### config.mk
export PLATFORM = sky130hd
export DESIGN_NAME = uart_rx_chan
export DESIGN_NICKNAME = d
export VERILOG_FILES = /design/src/rtl/uart_rx_pkg.sv /design/src/rtl/rx_fifo.sv /design/src/rtl/rx_sampler.sv /design/src/rtl/uart_rx_chan.sv
export SDC_FILE = /design/constraint.sdc
export NUM_CORES = 1
export LEC_CHECK = 0
export ABC_CLOCK_PERIOD_IN_PS = 3300
export BUFFER_PORTS_ARGS = -buffer_cell sky130_fd_sc_hd__clkbuf_2
export CELL_PAD_IN_SITES_DETAIL_PLACEMENT = 1
export CELL_PAD_IN_SITES_GLOBAL_PLACEMENT = 1
export CORE_MARGIN = 5
export CORE_UTILIZATION = 25
export CTS_CLUSTER_DIAMETER = 60
export DETAILED_ROUTE_END_ITERATION = 8
export PLACE_DENSITY = 0.58
export SYNTH_ARGS = -nofsm -noshare
export SYNTH_HDL_FRONTEND = slang
export SYNTH_HIERARCHICAL = 1
export SYNTH_SLANG_ARGS = --single-unit
### constraint.sdc
create_clock -name clk -period 3.3 [get_ports clk]
set_input_delay 0.495 -clock clk [delete_from_list [all_inputs] [get_ports clk]]
set_output_delay 0.495 -clock clk [all_outputs]
set_load 0.005 [all_outputs]
### src/rtl/uart_rx_pkg.sv
package uart_rx_pkg;
  // control register bit positions
  localparam int CTL_RXEN = 6;
  localparam int CTL_TXEN = 5;
  localparam int CTL_PEN  = 4;
  localparam int CTL_PODD = 3;
  localparam int CTL_MPEN = 2;

  typedef struct packed {
    logic perr;
    logic ferr;
    logic brk;
    logic mpb;
  } rx_tag_t;

  localparam int TAG_W = $bits(rx_tag_t);

  typedef enum logic [1:0] {
    S_IDLE,
    S_START,
    S_BITS,
    S_WAIT
  } samp_st_t;
endpackage

### src/rtl/rx_fifo.sv
module rx_fifo #(
  parameter int W     = 8,
  parameter int DEPTH = 4
) (
  input  logic         clk,
  input  logic         rst_n,
  input  logic         clr,
  input  logic         push,
  input  logic [W-1:0] wdata,
  input  logic         pop,
  output logic [W-1:0] rdata,
  output logic         empty,
  output logic         full
);
  localparam int AW = (DEPTH > 1) ? $clog2(DEPTH) : 1;
  localparam int CW = $clog2(DEPTH + 1);

  logic [W-1:0]  mem [DEPTH];
  logic [AW-1:0] wp, rp;
  logic [CW-1:0] cnt;

  function automatic logic [AW-1:0] nxt(input logic [AW-1:0] p);
    return (p == AW'(DEPTH - 1)) ? '0 : p + 1'b1;
  endfunction

  assign empty = (cnt == '0);
  assign full  = (cnt == CW'(DEPTH));
  assign rdata = mem[rp];

  always_ff @(posedge clk or negedge rst_n) begin
    if (!rst_n) begin
      wp  <= '0;
      rp  <= '0;
      cnt <= '0;
    end else if (clr) begin
      wp  <= '0;
      rp  <= '0;
      cnt <= '0;
    end else begin
      if (push) wp <= nxt(wp);
      if (pop)  rp <= nxt(rp);
      case ({push, pop})
        2'b10:   cnt <= cnt + 1'b1;
        2'b01:   cnt <= cnt - 1'b1;
        default: cnt <= cnt;
      endcase
    end
  end

  always_ff @(posedge clk) begin
    if (push && !clr) mem[wp] <= wdata;
  end

  p_no_overflow_r3: assert property (@(posedge clk) disable iff (!rst_n)
    push |-> !full);
  p_no_underflow_r1: assert property (@(posedge clk) disable iff (!rst_n)
    pop |-> !empty);
  p_count_up_r1: assert property (@(posedge clk) disable iff (!rst_n)
    (push && !pop && !clr) |=> (cnt == $past(cnt) + 1'b1));
endmodule

### src/rtl/rx_sampler.sv
module rx_sampler
  import uart_rx_pkg::*;
#(
  parameter int DATA_W = 8,
  parameter int OSR    = 16
) (
  input  logic              clk,
  input  logic              rst_n,
  input  logic              clr,
  input  logic              en,
  input  logic              tick,
  input  logic              rxd,
  input  logic              par_en,
  input  logic              par_odd,
  input  logic              mp_en,
  output logic              done,
  output logic [DATA_W-1:0] char_q,
  output rx_tag_t           tag_q
);
  localparam int CW   = $clog2(OSR);
  localparam int HALF = OSR / 2;
  localparam int FW   = DATA_W + 2;
  localparam int BW   = $clog2(FW + 2);

  samp_st_t      st;
  logic [CW-1:0] cnt;
  logic [BW-1:0] bidx, nbits;
  logic [FW-1:0] frame;
  logic [1:0]    sync;
  logic          rxd_s;

  assign rxd_s = sync[1];
  assign nbits = BW'(DATA_W) + BW'(par_en) + BW'(mp_en);

  // decode of the completed frame; stop bit is the live sample
  logic [DATA_W-1:0] d_w;
  logic              pbit, mbit, stop_b;
  rx_tag_t           tag_w;
  always_comb begin
    d_w    = frame[DATA_W-1:0];
    pbit   = frame[DATA_W];
    mbit   = par_en ? frame[DATA_W+1] : frame[DATA_W];
    stop_b = rxd_s;
    tag_w.perr = par_en & (^d_w ^ pbit ^ par_odd);
    tag_w.ferr = ~stop_b;
    tag_w.brk  = (d_w == '0) & ~(par_en & pbit) & ~(mp_en & mbit) & ~stop_b;
    tag_w.mpb  = mp_en & mbit;
  end

  always_ff @(posedge clk or negedge rst_n) begin
    if (!rst_n) sync <= 2'b11;
    else        sync <= {sync[0], rxd};
  end

  always_ff @(posedge clk or negedge rst_n) begin
    if (!rst_n) begin
      st     <= S_IDLE;
      cnt    <= '0;
      bidx   <= '0;
      frame  <= '0;
      done   <= 1'b0;
      char_q <= '0;
      tag_q  <= '0;
    end else begin
      done <= 1'b0;
      if (clr || !en) begin
        st   <= S_IDLE;
        cnt  <= '0;
        bidx <= '0;
      end else if (tick) begin
        case (st)
          S_IDLE: if (!rxd_s) begin
            st  <= S_START;
            cnt <= CW'(1);
          end
          S_START: if (cnt == CW'(HALF - 1)) begin
            cnt  <= '0;
            bidx <= '0;
            st   <= rxd_s ? S_IDLE : S_BITS;
          end else begin
            cnt <= cnt + 1'b1;
          end
          S_BITS: if (cnt == CW'(OSR - 1)) begin
            cnt <= '0;
            if (bidx == nbits) begin
              done   <= 1'b1;
              char_q <= d_w;
              tag_q  <= tag_w;
              st     <= S_WAIT;
            end else begin
              frame[bidx] <= rxd_s;
              bidx        <= bidx + 1'b1;
            end
          end else begin
            cnt <= cnt + 1'b1;
          end
          default: if (rxd_s) st <= S_IDLE;
        endcase
      end
    end
  end

  p_start_mid_low_r11: assert property (@(posedge clk) disable iff (!rst_n)
    (st == S_BITS && $past(st) == S_START) |-> !$past(rxd_s));
  p_done_pulse_r1: assert property (@(posedge clk) disable iff (!rst_n)
    done |=> !done);
endmodule

### src/rtl/uart_rx_chan.sv
module uart_rx_chan
  import uart_rx_pkg::*;
#(
  parameter int DATA_W = 8,
  parameter int DEPTH  = 4,
  parameter int OSR    = 16
) (
  input  logic              clk,
  input  logic              rst_n,
  input  logic              baud_tick,
  input  logic              rxd,
  input  logic              io_stop,
  input  logic              dcd_n,
  input  logic              dcd_auto,
  input  logic              ctl_we,
  input  logic [7:0]        ctl_wdata,
  output logic [7:0]        ctl_q,
  output logic              rx_valid,
  input  logic              rx_ready,
  output logic [DATA_W-1:0] rx_data,
  output logic              rx_perr,
  output logic              rx_ferr,
  output logic              rx_brk,
  output logic              rx_mpb,
  input  logic              stat_rd,
  output logic              ovr_flag
);
  logic              clr, done, pop, push;
  logic              d_empty, d_full, t_empty, t_full;
  logic [DATA_W-1:0] char_w;
  rx_tag_t           tag_w, tag_h;
  logic [7:0]        ctl;
  logic              armed;

  assign clr = io_stop | (dcd_auto & dcd_n);

  always_ff @(posedge clk or negedge rst_n) begin
    if (!rst_n) begin
      ctl <= '0;
    end else begin
      if (ctl_we) ctl <= ctl_wdata;
      if (clr) begin
        ctl[CTL_RXEN] <= 1'b0;
        ctl[CTL_TXEN] <= 1'b0;
      end
    end
  end
  assign ctl_q = ctl;

  rx_sampler #(.DATA_W(DATA_W), .OSR(OSR)) u_samp (
    .clk(clk), .rst_n(rst_n), .clr(clr), .en(ctl[CTL_RXEN]),
    .tick(baud_tick), .rxd(rxd),
    .par_en(ctl[CTL_PEN]), .par_odd(ctl[CTL_PODD]), .mp_en(ctl[CTL_MPEN]),
    .done(done), .char_q(char_w), .tag_q(tag_w)
  );

  assign push = done & ~d_full & ~clr;
  assign pop  = rx_valid & rx_ready & ~clr;

  rx_fifo #(.W(DATA_W), .DEPTH(DEPTH)) u_dfifo (
    .clk(clk), .rst_n(rst_n), .clr(clr), .push(push), .wdata(char_w),
    .pop(pop), .rdata(rx_data), .empty(d_empty), .full(d_full)
  );

  rx_fifo #(.W(TAG_W), .DEPTH(DEPTH)) u_tfifo (
    .clk(clk), .rst_n(rst_n), .clr(clr), .push(push), .wdata(tag_w),
    .pop(pop), .rdata(tag_h), .empty(t_empty), .full(t_full)
  );

  assign rx_valid = ~d_empty;
  assign rx_perr  = tag_h.perr & rx_valid;
  assign rx_ferr  = tag_h.ferr & rx_valid;
  assign rx_brk   = tag_h.brk  & rx_valid;
  assign rx_mpb   = tag_h.mpb  & rx_valid;

  always_ff @(posedge clk or negedge rst_n) begin
    if (!rst_n) begin
      ovr_flag <= 1'b0;
      armed    <= 1'b0;
    end else if (clr) begin
      ovr_flag <= 1'b0;
      armed    <= 1'b0;
    end else begin
      if (stat_rd && ovr_flag) armed <= 1'b1;
      if (pop && armed) begin
        ovr_flag <= 1'b0;
        armed    <= 1'b0;
      end
      if (done && d_full) ovr_flag <= 1'b1;
    end
  end

  p_pair_aligned_r2: assert property (@(posedge clk) disable iff (!rst_n)
    (d_empty == t_empty) && (d_full == t_full));
  p_clear_state_r4: assert property (@(posedge clk) disable iff (!rst_n)
    clr |=> (!rx_valid && !ovr_flag && !ctl_q[CTL_RXEN] && !ctl_q[CTL_TXEN]));
  p_ovr_on_full_r3: assert property (@(posedge clk) disable iff (!rst_n)
    (done && d_full && !clr) |=> ovr_flag);
  p_brk_ferr_r9: assert property (@(posedge clk) disable iff (!rst_n)
    (rx_valid && rx_brk) |-> rx_ferr);
  p_ovr_sticky_r3: assert property (@(posedge clk) disable iff (!rst_n)
    (ovr_flag && !clr && !pop) |=> ovr_flag);
endmodule

# Yosys cells after proc, flatten, opt, wreduce, memory -nomap -nowiden
# Memories as Yosys holds them, arrays and structs flattened.
# Cells that the tools add are included.
# classes
n_lt_le_gt_ge	2
n_mux	54
eq_ne	17
n_bitwise	26
n_addsub	10
reduce_logical	27
# op_table
op	n
$mux W2	21
$mux W4	10
$and A1 B1 Y1	15
$mux W1	15
$reduce_and A5 Y1	3
$eq A2 B2 Y1 const B	6
$pmux W4 S3	1
$reduce_bool A3 Y1	4
$bwmux W10	1
$ne A3 B1 Y1 const B	3
$add A2 B1 Y2 const B	4
$add A4 B1 Y4 const B	2
$logic_not A8 Y1	1
$not A1 Y1	8
$pmux W4 S2	1
$reduce_bool A2 Y1	4
$reduce_xor A8 Y1	1
$mux W7	1
$pmux W2 S3	1
$pmux W3 S2	1
$reduce_and A6 Y1	1
$logic_and A1 B1 Y1	5
$lt A4 B5 Y1 const B	1
$reduce_bool A5 Y1	1
other kinds (22)	25
# word_totals
input_bits	18
n_memories	2
mem_bits_rw	48
register_bits	56
# mem_list
memory	words	word_bits	read_ports	rd_clocked_by_memory_dff	write_ports	line	text
u_dfifo.mem	4	8	1	0	1	rx_fifo.sv:18	logic [W-1:0] mem [DEPTH];
u_tfifo.mem	4	4	1	0	1	rx_fifo.sv:18	

# Longest topological paths before layout
# Gate-level depths: netlist of run 1.
# depth
ltp_word	8
depth_mapped	9
ltp_nobuf	9

# Modules after synthesis
# Netlist of run 1, hierarchy kept.
# modules_own_cells
module	n_inst	seq_area_each_um2	area_per_inst_um2	cells_each
rx_sampler	1	878.3	2044.5	196
rx_fifo at u_dfifo	1	1136.1	1631.6	89
rx_fifo at u_tfifo	1	655.6	1033.5	65
uart_rx_chan	1	250.2	488.0	36

# Worst setup path after synthesis of run 1
# OpenSTA, ideal clock, no wires.
# synth_timing
kind	input port to flip-flop
startpoint	in dcd_auto
endpoint	reg u_dfifo.cnt[1]
arrival_time_ns	2.146
cell_stages	7
slack_ns	1.034
path_buffers	0
cell_sequence	a21o_4 nor2_1 inv_1 nor2_1 fa_1 mux2i_1 nor2_1
# synth_via
elab_chain_cells	7
# synth_rtl
element	line	text
start, declared	uart_rx_chan.sv:14	input logic dcd_auto,
$and A1 B1 Y1 *	uart_rx_chan.sv:35	assign clr = io_stop | (dcd_auto & dcd_n);
$or A1 B1 Y1 *	uart_rx_chan.sv:35	
$not A1 Y1 *	uart_rx_chan.sv:58	assign pop = rx_valid & rx_ready & ~clr;
$and A1 B1 Y1 *	uart_rx_chan.sv:58	
named net pop	uart_rx_chan.sv:28	logic clr, done, pop, push;
$eq A2 B1 Y1 / $eq A2 B2 Y1 (equally long branches)	-	
$pmux W3 S2	rx_fifo.sv:42	case ({push, pop})
$mux W3	rx_fifo.sv:35	end else if (clr) begin
end signal, assigned	rx_fifo.sv:43	2'b10: cnt <= cnt + 1'b1;
end signal, assigned	rx_fifo.sv:44	2'b01: cnt <= cnt - 1'b1;
end signal, assigned	rx_fifo.sv:45	default: cnt <= cnt;
end, declared	rx_fifo.sv:20	logic [CW-1:0] cnt;
# Mark *: on every way through the listed nets, which the timed path passes. The rest lies on a longest branch.
# A chain may end at the register's enable or synchronous reset.

# Worst setup path after layout of run 1
# layout_timing
startpoint	reg u_dfifo.cnt[0]
endpoint	reg u_dfifo.cnt[2]
# layout_via
elab_chain_cells	7
# layout_rtl
element	line	text
$logic_not A3 Y1 *	rx_fifo.sv:26	assign empty = (cnt == '0);
named net d_empty	uart_rx_chan.sv:29	logic d_empty, d_full, t_empty, t_full;
$not A1 Y1 *	uart_rx_chan.sv:70	assign rx_valid = ~d_empty;
$and A1 B1 Y1 * (2 in series)	uart_rx_chan.sv:58	
named net pop	uart_rx_chan.sv:28	
$eq A2 B1 Y1 / $eq A2 B2 Y1 (equally long branches)	-	
$pmux W3 S2	rx_fifo.sv:42	
$mux W3	rx_fifo.sv:35	
# Marks and branches as above.

==> results of run 1 <==
## per-layer routing
layer | wire length (µm) | track usage (%) | share of wire (%) | up-vias
met4 | 143 | 3.45 | 1.4 | 0
li1 | - | - | - | 1409
met2 | 5480 | 17.6 | 52 | 38
met5 | 0 | 0 | 0 | -
met3 | 344 | 2.69 | 3.2 | 10
met1 | 4620 | 11.9 | 44 | 1535
## registers in the layout (all words and copies together) (netlist names), 3 cells and up
name	flops
ctl_q	8
u_samp/char_q	8
u_tfifo/mem	16
u_samp/frame	10
u_samp/tag_q	4
u_dfifo/mem	32
u_samp/cnt	4
u_samp/bidx	4
u_dfifo/cnt	3
## critical path, stage by stage, from the launching register on
cell and delay (ps):
dfrtp_1 440, nor3_1 540, nand2b_1 220, nor2_1 50
buf_4 170, inv_1 80, nor2_1 60, fa_1 410
and3b_1 220, nor3_1 240, nor3b_2 70
## layout make-up
class	instances	area [µm²]
repair buffers	43	225
clock buffers	9	225
clock inverters	7	67.6
flip-flops and latches	104	2850
fillers	2154	13800
well taps	265	332
multi-input cells	225	1960
inverters	22	82.6
## cells in the final DEF, fill, tap and decap left out, drive strengths merged, types with 2 or more instances in the layout
cell type	instances
nor2	24
nand3	7
o31a	2
edfxtp	48
clkinv	2
xor2	2
or3	2
nand2	12
ha	23
mux2	18
xnor2	10
inv	27
dfrtp	54
nor2b	3
clkbuf	48
a31oi	3
mux2i	7
o21ai	27
nor3b	6
nand4	4
dfstp	2
nand3b	3
mux4	12
and2b	5
buf	4
nor4b	5
a21oi	6
and2	8
nor3	7
nand2b	4
nand4b	3
o31ai	5
## power by group
part / internal (mW) / switching [mW] / total [mW]
Combinational: 0.0367 / 0.0454 / 0.0821
Clock: 0.537 / 0.523 / 1.06
Sequential: 1.36 / 0.0149 / 1.37
Total: 1.93 / 0.583 / 2.51
## worst max path at each step
stage,from,endpoint,slack (ps),depth (start not counted)
floorplan,u_dfifo/cnt[0]$_DFFE_PN0P_,u_dfifo/cnt[2]$_DFFE_PN0P_,1110,9
detailed placement,u_dfifo/cnt[0]$_DFFE_PN0P_,u_dfifo/cnt[2]$_DFFE_PN0P_,670,10
CTS,u_dfifo/cnt[0]$_DFFE_PN0P_,u_dfifo/cnt[2]$_DFFE_PN0P_,630,10
global placement,dcd_auto,u_samp/frame[2]$_DFFE_PN0P_,740,6
global route,u_dfifo/cnt[0]$_DFFE_PN0P_,u_dfifo/cnt[2]$_DFFE_PN0P_,420,10
finish,u_dfifo/cnt[0]$_DFFE_PN0P_,u_dfifo/cnt[2]$_DFFE_PN0P_,690,10
## through the flow
| step | instance area, µm² | setup WS (ps) |
|---|---|---|
| floorplan | 5000 | 1110 |
| global placement | 5450 | 737 |
| detailed placement | 5450 | 674 |
| CTS | 5740 | 627 |
| global route | 5740 | 422 |
| finish | 5740 | 685 |
==> flow_summary.json, run 1 <==
{
  "status": "finished clean",
  "slew_viol_final": 0,
  "synth_cells": 369,
  "r2r_slack_ps": 690,
  "die_w_um": 151,
  "ctsHoldBuffers": 0,
  "grt_util_all_layers_pct": 10.1,
  "end_kind": "register",
  "drt-total-wl_um": 10600,
  "criticalPathCategory": "register to register",
  "worstPathRequired_ps": 3530,
  "post_cts_buffers": 0,
  "final_cells": 675,
  "grt_setup_unrepaired": "false",
  "firstDrtPassIters": 4,
  "ir_worst_vdd_v": 0.000219,
  "start_util_pct": 25.5,
  "drive_gt1_share_pct": 25.4,
  "setup_tns_ps": 0,
  "syn_area_per_cell_um2": 13.5,
  "maxCapViolCount": 0,
  "clockBufferDepth": 2,
  "cts_tree": "built",
  "power.density_nw_per_um2": 438,
  "grt_overflow_total": 0,
  "hold_viol": 0,
  "worstPathArrival_ps": 2850,
  "antenna_found_initial": 0,
  "clk_pin_slew_ps": 70,
  "wl_per_cell_um": 15.7,
  "final.setup_skew_ps": 10.5,
  "synth_nets": 411,
  "final_util_pct": 29.3,
  "clock_latency_ps": 350,
  "die_h_um": 151,
  "start_kind": "register",
  "worst_hold_slack_ps": 206,
  "crit_fanout": 8,
  "grt_pass1_vias": 3393,
  "num_rows": 51,
  "ios": 40,
  "finalSetupViolCount": 0,
  "worstHoldPathType": "input pin to asynchronous set/reset pin",
  "die_area_um2": 22900,
  "finalCriticalPeriod_ps": 2610,
  "drc": 0,
  "gp_congestion": 0.739,
  "area_growth_pct": 14.9,
  "num-nets-final": 447,
  "cts-root-buf": "clkbuf_16",
  "synthesis.area_um2": 5000,
  "routed_via_density": 4.43,
  "worst_pin_slew_ps": 928,
  "cts_inserted_buffers": 9,
  "ff2ff_path_depth": 10,
  "hpwl_um": 7560,
  "power_leakage_nw": 2.37,
  "core_area_um2": 19600,
  "p_total_mw": 2.51,
  "yosys_warnings": 6,
  "worst_r2r_endpoint": "u_dfifo/cnt[2]$_DFFE_PN0P_",
  "portBuffers": 39,
  "ctsResizeCount": 0,
  "grt_max_degree": 32,
  "drt_iter0_markers": 114,
  "vias": 2992,
  "htreeDepth": 3,
  "place_inst": 659,
  "max_freq_mhz": 382,
  "grt_pass1_wl_um": 18000,
  "min_period_over_period_pct": 79.2,
  "clock-sinks": 104,
  "ant_nets": 0,
  "timing.rr.start": "u_dfifo/cnt[0]$_DFFE_PN0P_",
  "relSlewSlack_pct": 37.7,
  "n_antenna_cell": 0
}
Note: power is estimated with default switching activity, not from simulation.
==> run 2, diff against run 1 <==
- ABC_CLOCK_PERIOD_IN_PS: 3300 -> 2400
- PLACE_DENSITY: 0.58 -> 0.59
- clock period: 3.3 -> 2.4 ns (I/O delays scaled with it)
==> flow_summary.json, run 2 (synthesis results as in run 1) <==
{
  "status": "finished clean",
  "cts-root-buf": "clkbuf_16",
  "worst_pin_slew_ps": 713,
  "grt_pass1_wl_um": 18200,
  "grt_pass1_vias": 3426,
  "final_cells": 689,
  "multiInputGateArea_um2": 1960,
  "ctsHoldBuffers": 0,
  "drt_iter0_markers": 111,
  "grt.busiest_layer": "met2",
  "core_area_um2": 19600,
  "dp_slack_ps": 161,
  "seq_area_um2": 2850,
  "final.setup_skew_ps": 8.94,
  "worstHoldPathType": "input pin to asynchronous set/reset pin",
  "maxCapViolCount": 0,
  "cts_tree": "built",
  "p_total_mw": 3.51,
  "clockBufferDepth": 2,
  "antenna_found_initial": 0,
  "use_met1_pct": 12.7,
  "largest_reg_flops": 32,
  "routed_via_density": 4.44,
  "max_freq_mhz": 468,
  "clock-sinks": 104,
  "num-nets-final": 461,
  "ios": 40,
  "die_area_um2": 22900,
  "firstDrtPassIters": 4,
  "grtUsageMet3_pct": 2.72,
  "gp_congestion": 0.776,
  "setup_tns_ps": 0,
  "top_register": "u_dfifo/mem",
  "largestRegisters": "u_dfifo/mem x32, u_tfifo/mem x16, u_samp/frame x10",
  "finalSetupViolCount": 0,
  "power.density_nw_per_um2": 598,
  "ctsResizeCount": 0,
  "ant_nets": 0,
  "clock_latency_ps": 360,
  "start_util_pct": 25.5,
  "drive_gt1_share_pct": 27.8,
  "num_rows": 51,
  "fillCellCount": 2142,
  "slew_viol_final": 0,
  "portBuffers": 39,
  "place_inst": 673,
  "criticalPathCategory": "register to output port",
  "cts_inserted_buffers": 9,
  "crit_fanout": 9,
  "die_h_um": 151,
  "worstPathArrival_ps": 1780,
  "ir_worst_vdd_v": 0.000414,
  "gr-usage-met2_pct": 18.0,
  "min_period_over_period_pct": 89.1,
  "area_growth_pct": 17.6,
  "drc": 0,
  "end_kind": "output port",
  "grt_max_degree": 33,
  "vias": 3062,
  "clk_pin_slew_ps": 80,
  "setup_slack_ps": 261,
  "hold_viol": 0,
  "wl_per_cell_um": 16.0,
  "start_kind": "register",
  "grt_setup_unrepaired": "false",
  "final_common_cell": "dfrtp_1",
  "relSlewSlack_pct": 52.5,
  "drt-total-wl_um": 11000,
  "finalCriticalPeriod_ps": 2140,
  "n_antenna_cell": 0,
  "post_cts_buffers": 0,
  "worst_hold_slack_ps": 40.6,
  "grt_overflow_total": 0,
  "worstPathRequired_ps": 2040,
  "die_w_um": 151,
  "hpwl_um": 8200,
  "final_cell_mix": "54 x dfrtp_1, 48 x edfxtp_1, 39 x clkbuf_2",
  "power_leakage_nw": 2.45,
  "grt_util_all_layers_pct": 10.4,
  "htreeDepth": 3
}
run 2: final cells by class:
type | count | area share, %
Clock buffer | 9 | 3.83
Clock inverter | 7 | 1.47
Inverter | 22 | 1.41
Multi-Input combinational cell | 225 | 33.4
Sequential cell | 104 | 48.4
Tap cell | 265 | 5.64
Timing Repair Buffer | 57 | 5.83
run 2: path summary, 6_finish.rpt:
path | from | to | slack [ps] | depth (start not counted)
min in group clk | rxd | u_samp/sync[0]$_DFF_PN1_ | 80 | 1
min reg2reg | u_samp/sync[0]$_DFF_PN1_ | u_samp/sync[1]$_DFF_PN1_ | 360 | 0
max | u_dfifo/rp[0]$_DFFE_PN0P_ | rx_data[6] | 260 | 2
max reg2reg | u_dfifo/cnt[0]$_DFFE_PN0P_ | u_dfifo/cnt[2]$_DFFE_PN0P_ | 280 | 9
min | rst_n | u_samp/cnt[0]$_DFFE_PN0P_ | 40 | 1
max in group asynchronous | rst_n | u_samp/frame[9]$_DFFE_PN0P_ | 1740 | 2
run 2: routing by layer:
metal  share of wire [%]  wire length (µm)
met1                  45              4910
met2                  51              5630
met3                 2.7               302
met4                 1.4               158
met5                   0                 0
run 2: stage by stage:
step	util [%]	instance area [µm²]
2_1_floorplan	-	5000
3_3_place_gp	28.4	5570
3_5_place_dp	28.4	5570
4_1_cts	30.0	5880
5_1_grt	30.0	5880
6_report	30.0	5880
run 2: power by group:
group	internal (mW)	switching, mW	total (mW)
Clock	0.755	0.754	1.51
Sequential	1.86	0.0165	1.88
Combinational	0.0563	0.0672	0.124
run 2: critical path, cell delays in order (launching register included):
cell	delay [ps]
dfrtp_1	690
mux4_2	600
clkbuf_2	130
==> run 3, diff against run 2 <==
- REMOVE_ABC_BUFFERS: not set -> 1
==> flow_summary.json, run 3 (synthesis results as in run 1) <==
{
  "status": "finished clean",
  "final_cells": 691,
  "n_antenna_cell": 0,
  "htreeDepth": 3,
  "worstPathArrival_ps": 2450,
  "final_common_cell": "dfrtp_1",
  "vias": 3081,
  "clockBufferDepth": 2,
  "drive_gt1_share_pct": 28.4,
  "fillCellCount": 2161,
  "drt-total-wl_um": 10700,
  "grt_pass1_vias": 3538,
  "p_total_mw": 3.46,
  "area_growth_pct": 17.4,
  "antenna_found_initial": 0,
  "grt_pass1_wl_um": 18100,
  "drc": 0,
  "routed_via_density": 4.46,
  "ant_nets": 0,
  "worstHoldPathType": "input pin to register",
  "num-nets-final": 463,
  "wl_per_cell_um": 15.5,
  "grt_overflow_total": 0,
  "grt_util_all_layers_pct": 10.1,
  "largestRegisters": "u_dfifo/mem x32, u_tfifo/mem x16, u_samp/frame x10",
  "cp_cell_sequence": "ha_1 > nand3_2 > or3_1 > nor3_1 > mux2_2",
  "ios": 40,
  "largest_reg_flops": 32,
  "min_period_over_period_pct": 92.4,
  "post_cts_buffers": 0,
  "grt_setup_unrepaired": "false",
  "worstPathRequired_ps": 2640,
  "final_cell_mix": "54 x dfrtp_1, 48 x edfxtp_1, 39 x clkbuf_2",
  "critPathMaxStageDelay_ps": 600,
  "firstDrtPassIters": 4,
  "die_h_um": 151,
  "portBuffers": 39,
  "finalSetupViolCount": 0,
  "maxCapViolCount": 0,
  "cts-root-buf": "clkbuf_16",
  "ctsHoldBuffers": 0,
  "worst_hold_slack_ps": 84.0,
  "cpLargestDelayFamily": "simple AND/OR/NAND/NOR gates",
  "clock_latency_ps": 350,
  "final.setup_skew_ps": 8.81,
  "slowest_stage": "or3_1",
  "die_w_um": 151,
  "core_area_um2": 19600,
  "power.density_nw_per_um2": 590,
  "worst_pin_slew_ps": 743,
  "slew_viol_final": 0,
  "hold_viol": 0,
  "max_freq_mhz": 451,
  "place_inst": 675,
  "grt_max_degree": 57,
  "relSlewSlack_pct": 50.5,
  "power_leakage_nw": 2.45,
  "start_util_pct": 25.5,
  "num_rows": 51,
  "ir_worst_vdd_v": 0.000318,
  "clk_pin_slew_ps": 70,
  "hpwl_um": 8100,
  "ctsResizeCount": 0,
  "cts_tree": "built",
  "top_register": "u_dfifo/mem",
  "clock-sinks": 104,
  "gp_congestion": 0.771,
  "timing.critical_path.buf_inv": 0,
  "criticalPathCategory": "register to register",
  "cts_inserted_buffers": 9,
  "end_kind": "register",
  "start_kind": "register",
  "crit_fanout": 10,
  "die_area_um2": 22900,
  "setup_tns_ps": 0,
  "finalCriticalPeriod_ps": 2220,
  "drt_iter0_markers": 121
}
run 3: layout make-up:
cell class / instances / area (µm²) / share of cell area, %
clock inverters: 7 / 66.3 / 1.13
flip-flops and latches: 104 / 2850 / 48.5
multi-input cells: 225 / 1970 / 33.6
inverters: 22 / 82.6 / 1.41
clock buffers: 9 / 225 / 3.84
well taps: 265 / 332 / 5.65
repair buffers: 59 / 345 / 5.89
run 3: path summary, 6_finish.rpt:
kind / from / to / slack [ps] / depth (start not counted)
setup / recovery: u_samp/cnt[0]$_DFFE_PN0P_ / u_samp/frame[4]$_DFFE_PN0P_ / 180 / 5
hold / removal: rxd / u_samp/sync[0]$_DFF_PN1_ / 80 / 1
setup reg to reg: u_samp/cnt[0]$_DFFE_PN0P_ / u_samp/frame[4]$_DFFE_PN0P_ / 180 / 5
hold reg to reg: u_samp/sync[0]$_DFF_PN1_ / u_samp/sync[1]$_DFF_PN1_ / 370 / 0
max in group asynchronous: rst_n / u_dfifo/rp[0]$_DFFE_PN0P_ / 1760 / 2
min in group asynchronous: rst_n / u_samp/cnt[1]$_DFFE_PN0P_ / 150 / 2
run 3: metrics by stage:
| step | utilization [%] | worst slack (ps) | cell area, µm² |
|---|---|---|---|
| 5_1_grt | 29.9 | 9.76 | 5870 |
| 3_5_place_dp | 28.4 | 131 | 5570 |
| 3_3_place_gp | 28.4 | 238 | 5570 |
| 6_report | 29.9 | 183 | 5870 |
| 2_1_floorplan | - | 93.2 | 4890 |
| 4_1_cts | 29.9 | 105 | 5860 |
run 3: layer usage:
layer | GRT usage, % | wire (µm)
met2 | 18.0 | 5540
met3 | 2.63 | 377
met4 | 2.90 | 112
met5 | 0 | 0
met1 | 11.9 | 4710
run 3: where the power goes:
group          switching, mW  internal [mW]  total, mW
combinational         0.0632         0.0538      0.117
clock                  0.723          0.736       1.46
sequential            0.0217           1.86       1.89
run 3: worst reg2reg max path, stage by stage (launching register included):
cell and delay (ps):
dfrtp_1 390, ha_1 290, nand3_2 160, or3_1 600, nor3_1 320, mux2_2 360
